--- src/rtl/intc_pkg.sv ---
package intc_pkg;
  localparam int NSRC     = 6;
  localparam int DP_IDX   = 5;
  localparam int FIELD_W  = 7;
  localparam int NFLAG    = 3;
  localparam int MODE_W   = FIELD_W + NFLAG;
  localparam int DP_CLR_POS = 11;
  // flag order: init, external bus, memory mode
  localparam int FLAG_CLR [NFLAG] = '{7, 9, 12};
  localparam int FLAG_SET [NFLAG] = '{8, 10, 13};
  localparam logic [1:0] W_MODE = 2'd0;
  localparam logic [1:0] W_VER  = 2'd1;
  localparam logic [1:0] W_STAT = 2'd2;
  localparam logic [1:0] W_MASK = 2'd3;
endpackage

--- src/rtl/intc_mode.sv ---
module intc_mode
  import intc_pkg::*;
(
  input  logic              clk,
  input  logic              rst,
  input  logic              wr,
  input  logic [13:0]       cmd,
  output logic [MODE_W-1:0] mode_q,
  output logic              dp_clr
);
  logic [MODE_W-1:0] mode_d;

  always_comb begin
    mode_d = mode_q;
    mode_d[FIELD_W-1:0] = cmd[FIELD_W-1:0];
  end

  generate
    for (genvar f = 0; f < NFLAG; f++) begin : g_flag
      logic nxt;
      always_comb begin
        nxt = mode_q[FIELD_W+f];
        if (cmd[FLAG_CLR[f]]) nxt = 1'b0;
        if (cmd[FLAG_SET[f]]) nxt = 1'b1;
      end
      always_ff @(posedge clk) begin
        if (rst)     mode_q[FIELD_W+f] <= 1'b0;
        else if (wr) mode_q[FIELD_W+f] <= nxt;
      end
      assert_flag_set_wins_R6: assert property (@(posedge clk) disable iff (rst)
        (wr && cmd[FLAG_SET[f]]) |=> mode_q[FIELD_W+f]);
    end
  endgenerate

  always_ff @(posedge clk) begin
    if (rst)     mode_q[FIELD_W-1:0] <= '0;
    else if (wr) mode_q[FIELD_W-1:0] <= mode_d[FIELD_W-1:0];
  end

  assign dp_clr = wr & cmd[DP_CLR_POS];

  assert_field_load_R5: assert property (@(posedge clk) disable iff (rst)
    wr |=> mode_q[FIELD_W-1:0] == $past(cmd[FIELD_W-1:0]));
endmodule

--- src/rtl/intc_mask.sv ---
module intc_mask
  import intc_pkg::*;
(
  input  logic            clk,
  input  logic            rst,
  input  logic            wr,
  input  logic [2*NSRC-1:0] cmd,
  output logic [NSRC-1:0] mask_q
);
  generate
    for (genvar n = 0; n < NSRC; n++) begin : g_src
      always_ff @(posedge clk) begin
        if (rst) mask_q[n] <= 1'b0;
        else if (wr) begin
          if (cmd[2*n+1])    mask_q[n] <= 1'b1;
          else if (cmd[2*n]) mask_q[n] <= 1'b0;
        end
      end
      assert_mask_set_R7: assert property (@(posedge clk) disable iff (rst)
        (wr && cmd[2*n+1]) |=> mask_q[n]);
      assert_mask_clr_R7: assert property (@(posedge clk) disable iff (rst)
        (wr && cmd[2*n] && !cmd[2*n+1]) |=> !mask_q[n]);
    end
  endgenerate
endmodule

--- src/rtl/intc_status.sv ---
module intc_status
  import intc_pkg::*;
(
  input  logic            clk,
  input  logic            rst,
  input  logic [NSRC-1:0] req,
  input  logic [NSRC-2:0] ack,
  input  logic            dp_clr,
  output logic [NSRC-1:0] status_q
);
  logic [NSRC-1:0] req_q;
  logic [NSRC-1:0] rise;
  logic [NSRC-1:0] clr;

  assign rise = req & ~req_q;
  assign clr  = {dp_clr, ack};

  always_ff @(posedge clk) begin
    if (rst) begin
      req_q    <= '0;
      status_q <= '0;
    end else begin
      req_q    <= req;
      status_q <= (status_q & ~clr) | rise;
    end
  end

  assert_rise_sets_R9: assert property (@(posedge clk) disable iff (rst)
    (|rise) |=> ((status_q & $past(rise)) == $past(rise)));
  assert_ack_clears_R10: assert property (@(posedge clk) disable iff (rst)
    (|(ack & ~rise[NSRC-2:0])) |=>
      ((status_q[NSRC-2:0] & $past(ack & ~rise[NSRC-2:0])) == '0));
  assert_dp_clear_R11: assert property (@(posedge clk) disable iff (rst)
    (dp_clr && !rise[DP_IDX]) |=> !status_q[DP_IDX]);
endmodule

--- src/rtl/intc_regblk.sv ---
module intc_regblk
  import intc_pkg::*;
#(
  parameter logic [31:0] BASE_ADDR = 32'h0200_0000,
  parameter logic [31:0] VERSION   = 32'h0A51_0003
) (
  input  logic            clk,
  input  logic            rst,
  input  logic [31:0]     addr,
  input  logic            rd_en,
  input  logic            wr_en,
  input  logic [31:0]     wdata,
  input  logic [3:0]      wbe,
  output logic [31:0]     rdata,
  input  logic [NSRC-1:0] irq_req,
  input  logic [NSRC-2:0] irq_ack,
  output logic            irq_out
);
  logic              sel;
  logic [1:0]        word;
  logic [31:0]       lane_mask;
  logic [31:0]       mdata;
  logic [31:0]       rd_mux;
  logic [MODE_W-1:0] mode_q;
  logic [NSRC-1:0]   mask_q;
  logic [NSRC-1:0]   status_q;
  logic              dp_clr;
  logic              unused_hi;

  assign unused_hi = ^{addr[31:29], wdata[31:14]};
  assign sel  = (addr[28:4] == BASE_ADDR[28:4]) && (addr[1:0] == 2'b00);
  assign word = addr[3:2];

  generate
    for (genvar b = 0; b < 4; b++) begin : g_lane
      assign lane_mask[8*b +: 8] = {8{wbe[b]}};
    end
  endgenerate
  assign mdata = wdata & lane_mask;

  intc_mode u_mode (
    .clk    (clk),
    .rst    (rst),
    .wr     (wr_en && sel && word == W_MODE),
    .cmd    (mdata[13:0]),
    .mode_q (mode_q),
    .dp_clr (dp_clr)
  );

  intc_mask u_mask (
    .clk    (clk),
    .rst    (rst),
    .wr     (wr_en && sel && word == W_MASK),
    .cmd    (mdata[2*NSRC-1:0]),
    .mask_q (mask_q)
  );

  intc_status u_status (
    .clk      (clk),
    .rst      (rst),
    .req      (irq_req),
    .ack      (irq_ack),
    .dp_clr   (dp_clr),
    .status_q (status_q)
  );

  always_comb begin
    rd_mux = '0;
    if (sel) begin
      case (word)
        W_MODE:  rd_mux = {{(32-MODE_W){1'b0}}, mode_q};
        W_VER:   rd_mux = VERSION;
        W_STAT:  rd_mux = {{(32-NSRC){1'b0}}, status_q};
        default: rd_mux = {{(32-NSRC){1'b0}}, mask_q};
      endcase
    end
  end

  always_ff @(posedge clk) begin
    if (rst) begin
      rdata   <= '0;
      irq_out <= 1'b0;
    end else begin
      if (rd_en) rdata <= rd_mux;
      irq_out <= |(status_q & mask_q);
    end
  end

  assert_irq_combine_R12: assert property (@(posedge clk) disable iff (rst)
    1'b1 |=> irq_out == $past(|(status_q & mask_q)));
  assert_unselected_zero_R3: assert property (@(posedge clk) disable iff (rst)
    (rd_en && !sel) |=> rdata == 32'd0);
  assert_mode_read_R2: assert property (@(posedge clk) disable iff (rst)
    (rd_en && sel && word == W_MODE) |=> rdata == {{(32-MODE_W){1'b0}}, $past(mode_q)});
  assert_version_read_R2: assert property (@(posedge clk) disable iff (rst)
    (rd_en && sel && word == W_VER) |=> rdata == VERSION);
endmodule

--- config.mk ---
export PLATFORM = sky130hd
export DESIGN_NAME = intc_regblk
export DESIGN_NICKNAME = d
export VERILOG_FILES = /design/src/rtl/intc_pkg.sv /design/src/rtl/intc_mode.sv /design/src/rtl/intc_mask.sv /design/src/rtl/intc_status.sv /design/src/rtl/intc_regblk.sv
export SDC_FILE = /design/constraint.sdc
export NUM_CORES = 1
export LEC_CHECK = 0
export ABC_AREA = 1
export BUFFER_PORTS_ARGS = -buffer_cell sky130_fd_sc_hd__buf_2
export CAP_MARGIN = 10
export CORE_MARGIN = 4
export CORE_UTILIZATION = 46
export CTS_BUF_LIST = sky130_fd_sc_hd__clkbuf_4
export DETAILED_ROUTE_END_ITERATION = 7
export GPL_TIMING_DRIVEN = 0
export PLACE_DENSITY = 0.87
export SLEW_MARGIN = 20
export SYNTH_ARGS = -nofsm -noshare
export SYNTH_HDL_FRONTEND = slang
export SYNTH_SLANG_ARGS = --single-unit
--- constraint.sdc ---
create_clock -name clk -period 1.5 [get_ports clk]
set_clock_uncertainty 0.1 [all_clocks]
set_input_delay 0.075 -clock clk [delete_from_list [all_inputs] [get_ports clk]]
set_output_delay 0.075 -clock clk [all_outputs]
set_load 0.03 [all_outputs]
After elaboration in Yosys (flattened, before gate mapping)
Cells that the tools add are included.
{"block": "op_classes", "add_sub_neg": 0, "multipliers": 0, "n_div": 0, "magnitude_cmp": 0, "eq_ne": 4, "shift": 0, "n_mux": 20, "bitwise_logic": 8, "reduce_logical": 25}
{"operator": "$pmux 28 s3", "count": 1}
{"operator": "$mux 28", "count": 1}
{"operator": "$eq 25x22->1 const B", "count": 1}
{"operator": "$and 6x6->6", "count": 3}
{"operator": "$mux 1", "count": 18}
{"operator": "$reduce_and 2->1", "count": 9}
{"operator": "$reduce_bool 2->1", "count": 9}
{"operator": "$and 14x14->14", "count": 1}
{"operator": "$not 6->6", "count": 2}
{"operator": "$or 6x6->6", "count": 1}
{"operator": "$reduce_or 6->1", "count": 1}
{"operator": "$eq 2x2->1 const B", "count": 2}
{"operator": "$logic_and 1x1->1", "count": 4}
{"operator": "$logic_not 2->1", "count": 2}
{"operator": "$eq 2x1->1 const B", "count": 1}
{"operator": "$and 1x1->1", "count": 1}
{"block": "word_totals", "regBits": 61, "latch_bits": 0, "ramBits": 0, "romBits": 0, "inputBits": 83, "wordCells": 71, "mem_count": 0}

Depth between registers and ports, before layout
Gate-level depths: netlist of the first run.
{"block": "depth", "word_depth": 8, "depth_mapped": 10, "ltp_nobuf": 9}

Cells and area by module
From an unflattened synthesis of the first run, not the netlist that was laid out.
{"block": "unflattened", "hier_cells": 339, "area_unflattened_um2": 2204.6}
{"mod": "intc_regblk", "n_inst": 1, "cells_per_inst": 204, "area_per_inst_um2": 1149.9}
{"mod": "intc_status", "n_inst": 1, "cells_per_inst": 56, "area_per_inst_um2": 427.9}
{"mod": "intc_mode", "n_inst": 1, "cells_per_inst": 48, "area_per_inst_um2": 397.9}
{"mod": "intc_mask", "n_inst": 1, "cells_per_inst": 31, "area_per_inst_um2": 229.0}

Worst setup path after synthesis of the first run
No wires, ideal clock.
{"block": "synth_path", "kind": "input port to flip-flop", "start": "input addr[22]", "end": "register u_status.status_q[5]", "arrival_time_ns": 0.868, "required_ns": 1.280, "path_slack_ns": 0.412, "cell_stages": 9, "path_buffers": 1, "path_cell_list": "inv_1 -> nand2_1 -> nor2_1 -> nand3_2 -> nor2_2 -> nand3_2 -> buf_6 -> nor2_1 -> o22ai_1"}
{"block": "synth_between", "elab_chain_cells": 8}
{"element": "from (decl)", "line_no": "intc_regblk.sv:9", "source": "input logic [31:0] addr,"}
{"element": "$eq 25x22->1", "line_no": "intc_regblk.sv:31", "source": "assign sel = (addr[28:4] == BASE_ADDR[28:4]) && (addr[1:0] == 2'b00);"}
{"element": "$logic_and 1x1->1", "line_no": "intc_regblk.sv:31"}
{"element": "$logic_and 1x1->1 (2 in series)", "line_no": "intc_regblk.sv:44", "source": ".wr (wr_en && sel && word == W_MODE),"}
{"element": "$and 1x1->1", "line_no": "intc_mode.sv:40", "source": "assign dp_clr = wr & cmd[DP_CLR_POS];"}
{"element": "$not 6->6", "line_no": "intc_status.sv:24", "source": "status_q <= (status_q & ~clr) | rise;"}
{"element": "$and 6x6->6", "line_no": "intc_status.sv:24"}
{"element": "$or 6x6->6", "line_no": "intc_status.sv:24"}
{"element": "to (signal assigned)", "line_no": "intc_status.sv:24"}
{"element": "to (decl)", "line_no": "intc_status.sv:9", "source": "output logic [NSRC-1:0] status_q"}
No other way between the ends.
A chain may end at the register's enable or synchronous reset.

==> results.md, run 1 <==
* Status: completed
* Via Count at 2,447
* Critical path required time at 1.64 ns
* Share of layout cells above drive strength 1 at 26.7%
* RePlAce Congestion at 0.875
* Synth Cell Area at 2140 um^2
* Initial DRC count at 152
* Psw at 0.556 mW
* DRT met1 WL at 2.31 mm
* GRT Overall Usage at 19.4%
* Final setup fails at 0
* Synth-to-Final Area Change at 39.9%
* Comb pwr share at 19.5%
* Cell with the most instances after synthesis: nand2_1
* Synth top cells by count: nand2_1 (92), inv_1 (43), nor2_1 (43)
* Clock share of power at 26.8%
* Worst setup SP type: input port
* Highest metal layer with signal wires: met4
* EDFF count, synth at 0
* Yosys reg bits at 40
* Via/cell ratio at 4.84
* Initial Util at 48.2%
* Global-route wire length before repair at 9.39 mm
* Cell count after synthesis at 327
* Overflow after GRT at 0
* Design area at 2990 um^2
* Element type at the critical path end: register
* Placed insts at 468
* Post-Layout Cell Count at 506
* RR Endpoint: u_status.status_q[2]$_SDFF_PP0_
* Post-synthesis sequential area ratio at 37.4%
* Peak supply drop at 0.468 mV
* Total CTS buffers at 5
* Met2 routed WL at 2.81 mm
* Pin count of the biggest net entering global routing at 12
* Largest area contributor in the netlist: dfxtp_1
* Port buffer count at 73
* Core Area at 4440 um^2
* Die area at 5810 um^2
* Max Clk Rate at 682 MHz
* Io pins at 116
* Reg2Reg Depth at 3
* Max-Cap Viols at 0
* Post-route DRC at 0
* Switching share of power at 27.3%
* Setup crit end: u_status.status_q[2]$_SDFF_PP0_
* CP Cell Sequence: clkbuf_1 > inv_1 > buf_2 > nand2_1 > o32ai_1 > dlygate4sd3_1
* Total Negative Setup Slacks at 0 ns
* CTS max path bufs at 2
* R2r setup slk at 0.12 ns
* TritonCTS clock tree: done
* Ant diodes at 0
* Internal Pwr Total at 1.48 mW
* H-Tree Level Count at 2
* Initial antenna violation count at 0
* Crit path DAT at 1.61 ns
* Worst r2r src: u_status.status_q[2]$_SDFF_PP0_
* Row count at 24
* Power Density at 680 nW/um^2
* Chip width at 76.2 um
* CP peak stage delay at 0.58 ns
* Final ANT Viol Nets at 0
* CTS clock-pin slew for the worst setup and hold paths at 0.11 ns
* Largest cells by area after synthesis: dfxtp_1 (37%), nand2_1 (16%), buf_4 (8.1%), inv_1 (7.5%), nor2_1 (7.5%)
* Vias in the first global route at 2,257
* Part of the power in registers at 53.8%
* Hpwl dp at 4.34 mm
* Syn Area/Cell at 6.55 um^2
* DR pass1 iterations at 5
* Ys Warns at 0
* Leak at 1.55 nW
* Yosys top cell area share at 37.4%
* Slowest cell on crit path: dlygate4sd3_1
* Post-detailed-route wirelength per cell at 11.4 um
* Fin. max-slew vios at 0
* Main synth FF type: dfxtp_1
* Period Utilization, post-route at 97.7%
* Final Routed Wirelength at 5.78 mm
* Clk_lat worst skew at 0.35 ns
* Clk sink count at 40
* Root buffer cell: clkbuf_4
* Fillcell total at 381
* Hold WC Path Type: in2reg
* Critical path origin: rst
* Final net count at 536
* Die H at 76.2 um
* Routed met3 length at 539 um
* Post-DP Area at 2630 um^2
* Final Hold Fails at 0
* FFs w/ async S/R, synth at 0%
* Crit path time final at 1.47 ns
* Setup CP Type: in2reg
* Distinct cells, synth at 26
* Worst-path fanout max at 10
==> kinds of logic after synthesis <==
kind of cell	Yosys count	synth area share [%]
AND/OR/NAND/NOR	168	33.3
buffers and inverters	80	18.6
AO/OA/AOI/OAI	38	10.5
flip-flops	40	37.4
other	1	0.175
==> stage by stage <==
stage               power, mW  utilization, %  worst slack [ns]  hold WS [ns]
floorplan                1.32               -             0.412        0.0830
global placement         1.43            59.2             0.131         0.173
detailed placement       1.44            59.2            0.0421         0.178
CTS                      2.03            66.6            0.0275       0.00320
global route             2.15            67.4           -0.0470        0.0127
finish                   2.04            67.4            0.0340       0.00754
==> cells in the final DEF (no fill, tap or decap), types with 3 or more instances in the layout <==
master	instances
nor2_1	42
a21oi_1	20
dlygate4sd3_1	27
o32ai_1	5
inv_1	43
nand3_1	7
conb_1	17
o21ai_0	6
clkbuf_4	8
buf_4	26
nand2_1	92
nand4_1	18
nor2_2	3
buf_2	76
clkbuf_1	5
dfxtp_1	40
==> flip-flops by register name, indices dropped and copies added, names as in the netlist <==
signal,count
rdata,11
u_mode.mode_q,10
u_mask.mask_q,6
u_status.req_q,6
u_status.status_q,6
irq_out,1
==> power by group through the flow <==
stage | registers [mW] | logic, mW | clock network (mW)
floorplan | 1.11 | 0.204 | 0
CTS | 1.09 | 0.378 | 0.560
finish | 1.09 | 0.396 | 0.545
detailed placement | 1.12 | 0.320 | 0
global route | 1.10 | 0.437 | 0.617
global placement | 1.12 | 0.313 | 0
==> critical path: cells and delay by family <==
kind / cells / cell delay [ns]
buf+inv: 4 / 1.36
simple gates: 1 / 0.10
compound gates: 1 / 0.07
==> worst min-delay path by stage <==
stage / slack [ns] / cells after the start / endpoint / startpoint
global route: 0.01 / 5 / u_mode.mode_q[2]$_SDFFE_PP0P_ / wr_en
CTS: 0.003 / 5 / u_mode.mode_q[4]$_SDFFE_PP0P_ / wdata[4]
finish: 0.008 / 5 / u_mode.mode_q[4]$_SDFFE_PP0P_ / wdata[4]
floorplan: 0.08 / 1 / u_status.status_q[4]$_SDFF_PP0_ / irq_ack[4]
detailed placement: 0.18 / 2 / u_status.status_q[4]$_SDFF_PP0_ / irq_ack[4]
global placement: 0.17 / 2 / u_status.status_q[4]$_SDFF_PP0_ / irq_ack[4]
==> area by class of cell <==
type | count | area (um^2) | area share [%]
Clock inverter | 1 | 3.75 | 0.125
Timing Repair Buffer | 103 | 658 | 22.0
Buffer | 34 | 229 | 7.65
Inverter | 46 | 176 | 5.89
Clock buffer | 7 | 52.6 | 1.76
Sequential cell | 40 | 801 | 26.7
Multi-Input combinational cell | 223 | 1010 | 33.7
Tap cell | 52 | 65.1 | 2.17
==> routing by layer <==
layer  GRT usage (%)  up-vias
met5               0        -
met4            5.80        0
met3            7.21       14
met2            32.7      112
met1            23.0     1070
li1                -     1251
==> timing repair <==
item | in CTS | in global routing
endpoints found under the setup margin | 0 | 20
gates resized for setup | 0 | 5
hold buffers | 27 | 0
setup buffers | 0 | 3
hold endpoints to repair | 22 | 0
Note: power is estimated with default switching activity, not from simulation.
==> inputs of run 2 (changes only) <==
==> constraint.sdc (replaced) <==
create_clock -name clk -period 1.54 [get_ports clk]
set_clock_uncertainty 0.1 [all_clocks]
set_input_delay 0.077 -clock clk [delete_from_list [all_inputs] [get_ports clk]]
set_output_delay 0.077 -clock clk [all_outputs]
set_load 0.03 [all_outputs]
==> results.md, run 2 (synthesized netlist as in run 1, its figures left out) <==
* Hold WC Path Type: in2reg
* Die H at 76.2 um
* Initial Util at 48.2%
* Initial DRC count at 153
* Initial antenna violation count at 0
* Overflow after GRT at 0
* Pin count of the biggest net entering global routing at 12
* CP Cell Sequence: dlygate4sd3_1 > buf_2 > nand2_1 > clkinvlp_4 > buf_2 > nand4_1 > nand2_1 > a21oi_1
* R2r setup slk at 0.17 ns
* Slowest cell on crit path: dlygate4sd3_1
* Port buffer count at 73
* TritonCTS clock tree: done
* Fin. max-slew vios at 0
* Post-DP Area at 2630 um^2
* Core Area at 4440 um^2
* Clk_lat worst skew at 0.35 ns
* Worst-path fanout max at 10
* Max Clk Rate at 667 MHz
* Leak at 1.55 nW
* Switching share of power at 27.5%
* DR pass1 iterations at 7
* GRT Overall Usage at 19.4%
* Post-detailed-route wirelength per cell at 11.5 um
* Setup CP Type: in2reg
* Max reg flops at 11
* Period Utilization, post-route at 97.3%
* Critical path required time at 1.67 ns
* Io pins at 116
* Chip width at 76.2 um
* CP peak stage delay at 0.56 ns
* Root buffer cell: clkbuf_4
* Final setup fails at 0
* Clk sink count at 40
* Ant diodes at 0
* Part of the power in registers at 53.7%
* Psw at 0.547 mW
* Final ANT Viol Nets at 0
* Clock share of power at 27.0%
* Vias in the first global route at 2,251
* Design area at 2980 um^2
* Top reg by flops: rdata
* Max-Cap Viols at 0
* Commonest non-fill, non-tap cell in the layout: nand2_1
* Total Power at 1.99 mW
* H-Tree Level Count at 2
* CTS max path bufs at 2
* Max transition margin at 66.4%
* Total Negative Setup Slacks at 0 ns
* Fillcell total at 384
* Global-route wire length before repair at 9.38 mm
* Final net count at 535
* Biggest regs: rdata x11, u_mode.mode_q x10
* Via Count at 2,436
* Final Routed Wirelength at 5.82 mm
* Final Hold Fails at 0
* Element type at the critical path end: register
* Total CTS buffers at 5
* Internal Pwr Total at 1.44 mW
* Worst setup SP type: input port
* Hpwl dp at 4.34 mm
* Via/cell ratio at 4.82
* Status: completed
* RePlAce Congestion at 0.875
* Crit path DAT at 1.63 ns
* Post-route DRC at 0
* Slew @ Worst Pin at 0.504 ns
* Row count at 24
* Most frequent cells in the layout: nand2_1 (92), buf_2 (77), inv_1 (43)
* Die area at 5810 um^2
* Synth-to-Final Area Change at 39.3%
* Crit path time final at 1.50 ns
* Power Density at 666 nW/um^2
* Peak supply drop at 0.455 mV
* Comb pwr share at 19.3%
* Final core occ at 67.1%
* CTS clock-pin slew for the worst setup and hold paths at 0.11 ns
* Share of layout cells above drive strength 1 at 26.7%
run 2: changes by cell type in the layout (fill, tap and decap cells not counted):
cell           delta
buf_2             +1
clkbuf_4          -1
dlygate4sd3_1     -1
o21ai_0           +1
o21ai_1           -1
run 2: power groups by stage:
stage                     Combinational [mW]  Sequential, mW  Clock [mW]
after floorplan                        0.199            1.09           0
after global placement                 0.305            1.09           0
after detailed placement               0.312            1.09           0
after CTS                              0.367            1.07       0.546
after global routing                   0.423            1.07       0.601
final                                  0.384            1.07       0.536
run 2: worst paths after layout:
check,start,end,cells after the start
worst max-delay path,addr[3],u_mask.mask_q[1]$_SDFFE_PP0P_,8
worst min-delay path,wdata[6],u_mode.mode_q[6]$_SDFFE_PP0P_,5
worst max register to register,u_status.status_q[2]$_SDFF_PP0_,u_status.status_q[2]$_SDFF_PP0_,3
worst min register to register,u_status.req_q[5]$_SDFF_PP0_,u_status.status_q[5]$_SDFF_PP0_,1
run 2: cell type report:
cell class	instances	area [um^2]	area share, %
inverters	46	176	5.92
clock inverters	1	3.75	0.126
repair buffers	102	648	21.7
flip-flops and latches	40	801	26.9
clock buffers	7	52.6	1.76
plain buffers	34	226	7.60
multi-input cells	223	1010	33.8
well taps	52	65.1	2.18
run 2: worst max-delay path, delay by kind of cell:
kind | cells | cell delay (ns)
and+or+nand+nor | 3 | 0.36
AOI/OAI and AO/OA | 1 | 0.05
buffers and inverters | 4 | 1.13
run 2: what timing repair did:
item                                    in CTS  in global routing
hold buffers                                26                  0
setup buffers                                0                  3
resized for setup                            0                  3
endpoints found under the hold margin       21                  0
endpoints found under the setup margin       0                 13
run 2: metrics by stage:
step           hold WS [ns]  cells  setup WS (ns)
3_3_place_gp          0.175    468          0.169
3_5_place_dp          0.180    468         0.0801
2_1_floorplan        0.0850    343          0.450
4_1_cts             0.00154    502         0.0655
5_1_grt              0.0147    505        -0.0261
6_report            0.00186    505         0.0416
run 2: metal layers:
| metal | routed length (um) | global-route usage (%) | vias to the layer above |
|---|---|---|---|
| met5 | 0 | 0 | - |
| met4 | 121 | 5.80 | 0 |
| met3 | 564 | 7.21 | 18 |
| met2 | 2820 | 32.7 | 113 |
| met1 | 2310 | 23.0 | 1057 |
| li1 | - | - | 1248 |
==> inputs of run 3 (changes only) <==
--- a/config.mk
+++ b/config.mk
@@ -8,12 +8,14 @@
 export ABC_AREA = 1
 export BUFFER_PORTS_ARGS = -buffer_cell sky130_fd_sc_hd__buf_2
 export CAP_MARGIN = 10
+export CELL_PAD_IN_SITES_DETAIL_PLACEMENT = 1
+export CELL_PAD_IN_SITES_GLOBAL_PLACEMENT = 2
 export CORE_MARGIN = 4
-export CORE_UTILIZATION = 46
+export CORE_UTILIZATION = 22
 export CTS_BUF_LIST = sky130_fd_sc_hd__clkbuf_4
 export DETAILED_ROUTE_END_ITERATION = 7
 export GPL_TIMING_DRIVEN = 0
-export PLACE_DENSITY = 0.87
+export PLACE_DENSITY = 0.85
 export SLEW_MARGIN = 20
 export SYNTH_ARGS = -nofsm -noshare
 export SYNTH_HDL_FRONTEND = slang
==> results.md, run 3 (synthesized netlist as in run 1, its figures left out) <==
* Crit path time final at 1.44 ns
* Hpwl dp at 5.62 mm
* Internal Pwr Total at 1.56 mW
* Clk sink count at 40
* Setup crit end: u_mask.mask_q[4]$_SDFFE_PP0P_
* Setup Fix Bufs, Post-CTS at 0
* TritonCTS clock tree: done
* Initial DRC count at 103
* Element type at the critical path end: register
* Max Clk Rate at 695 MHz
* Biggest regs: rdata x11, u_mode.mode_q x10
* Worst setup SP type: input port
* Post-detailed-route wirelength per cell at 12.3 um
* Final core occ at 32.6%
* Final setup fails at 0
* Critical path origin: addr[2]
* Reg2Reg Depth at 3
* Part of the power in registers at 49.7%
* Overflow after GRT at 0
* Total Negative Setup Slacks at 0 ns
* Fillcell total at 1,250
* Io pins at 116
* CTS clock-pin slew for the worst setup and hold paths at 0.12 ns
* Final ANT Viol Nets at 0
* Placed insts at 545
* RR Endpoint: u_status.status_q[1]$_SDFF_PP0_
* Worst-path fanout max at 10
* CTS max path bufs at 2
* Share of layout cells above drive strength 1 at 26.6%
* Post-route DRC at 0
* Most frequent cells in the layout: nand2_1 (92), buf_2 (77), inv_1 (43)
* GRT Overall Usage at 12.4%
* Period Utilization, post-route at 93.4%
* Total CTS buffers at 5
* Post-DP Area at 2730 um^2
* Synth-to-Final Area Change at 42.5%
* Switching share of power at 27.4%
* Power Density at 704 nW/um^2
* Setup CP Type: in2reg
* Max reg flops at 11
* Slew @ Worst Pin at 0.530 ns
* Psw at 0.589 mW
* Dpl ws at 0.0776 ns
* Leak at 1.53 nW
* Row count at 35
* Commonest non-fill, non-tap cell in the layout: nand2_1
* Status: complete, but fails checks
* DR pass1 iterations at 4
* Pin count of the biggest net entering global routing at 14
* Worst r2r src: u_status.status_q[1]$_SDFF_PP0_
* Root buffer cell: clkbuf_4
* Die area at 11,400 um^2
* Initial antenna violation count at 0
* Chip width at 107 um
* Via/cell ratio at 4.15
* RePlAce Congestion at 0.820
* Peak supply drop at 0.281 mV
* Final net count at 530
* Critical path required time at 1.73 ns
* Clock share of power at 32.7%
* Top reg by flops: rdata
* Final Hold Fails at 1
* Final Routed Wirelength at 7.10 mm
* Max-Cap Viols at 0
* Port buffer count at 73
* Ant diodes at 0
* Worst hold margin at -0.00689 ns
* H-Tree Level Count at 2
* R2r setup slk at 0.11 ns
* Fin. max-slew vios at 0
* Core Area at 9370 um^2
* Global-route wire length before repair at 11.6 mm
* Total Power at 2.15 mW
* Clk_lat worst skew at 0.35 ns
* Vias in the first global route at 2,504
* Post-Layout Cell Count at 577
* Design area at 3050 um^2
* Initial Util at 22.8%
* Violated checks: hold timing
* Crit path DAT at 1.63 ns
* Comb pwr share at 17.6%
* Max transition margin at 64.7%
* Fin worst setup slack at 0.101 ns
* Via Count at 2,392
* Die H at 107 um
* Hold WC Path Type: in2reg
* RSZ-0062 raised after global routing: no
run 3: cell types whose count changed in the layout (fill, tap and decap cells not counted), sizes merged:
cell	before	now
buf	105	102
bufinv	0	1
clkbuf	12	10
clkinv	1	2
dlygate4sd3	26	24
run 3: worst max-delay path: stages:
cell and delay, ns:
dlygate4sd3_1 0.54, buf_2 0.17, nand2_1 0.10, clkinv_1 0.20
buf_2 0.25, nand4_1 0.11, nand2_1 0.06, a21oi_1 0.11
run 3: metal layers:
layer | vias up | share of wire (%) | GRT usage, % | routed length [um]
met3 | 7 | 6.1 | 2.83 | 433
li1 | 1233 | - | - | -
met2 | 70 | 49 | 22.7 | 3480
met4 | 0 | 0.83 | 1.92 | 59
met5 | - | 0 | 0 | 0
met1 | 1082 | 44 | 15.1 | 3130
run 3: repair_timing:
item	in CTS	in global routing
hold endpoints to repair	18	2
resized for setup	0	3
setup endpoints to repair	0	11
hold buffers	23	1
run 3: power groups by stage:
stage	sequential [mW]	combinational, mW	clock [mW]
finish	1.07	0.379	0.702
global route	1.07	0.422	0.766
CTS	1.07	0.374	0.718
detailed placement	1.09	0.324	0
floorplan	1.09	0.199	0
global placement	1.09	0.317	0
run 3: how the worst min path moves through the flow:
stage          slack, ns  depth (start not counted)                         endpoint       start
5_1_grt             0.01                          5    u_mask.mask_q[4]$_SDFFE_PP0P_    wdata[9]
3_3_place_gp        0.17                          2  u_status.status_q[4]$_SDFF_PP0_  irq_ack[4]
3_5_place_dp        0.18                          2  u_status.status_q[4]$_SDFF_PP0_  irq_ack[4]
6_report          -0.007                          5    u_mode.mode_q[5]$_SDFFE_PP0P_    wdata[5]
2_1_floorplan       0.09                          1  u_status.status_q[4]$_SDFF_PP0_  irq_ack[4]
4_1_cts            0.002                          5    u_mask.mask_q[4]$_SDFFE_PP0P_    wdata[9]
run 3: area by class of cell:
type,instances,area (um^2),share of cell area [%]
plain buffers,34,228,7.46
well taps,129,161,5.29
clock inverters,3,42.5,1.39
inverters,46,173,5.66
repair buffers,97,606,19.8
flip-flops and latches,40,801,26.2
clock buffers,5,37.5,1.23
multi-input cells,223,1000,32.9
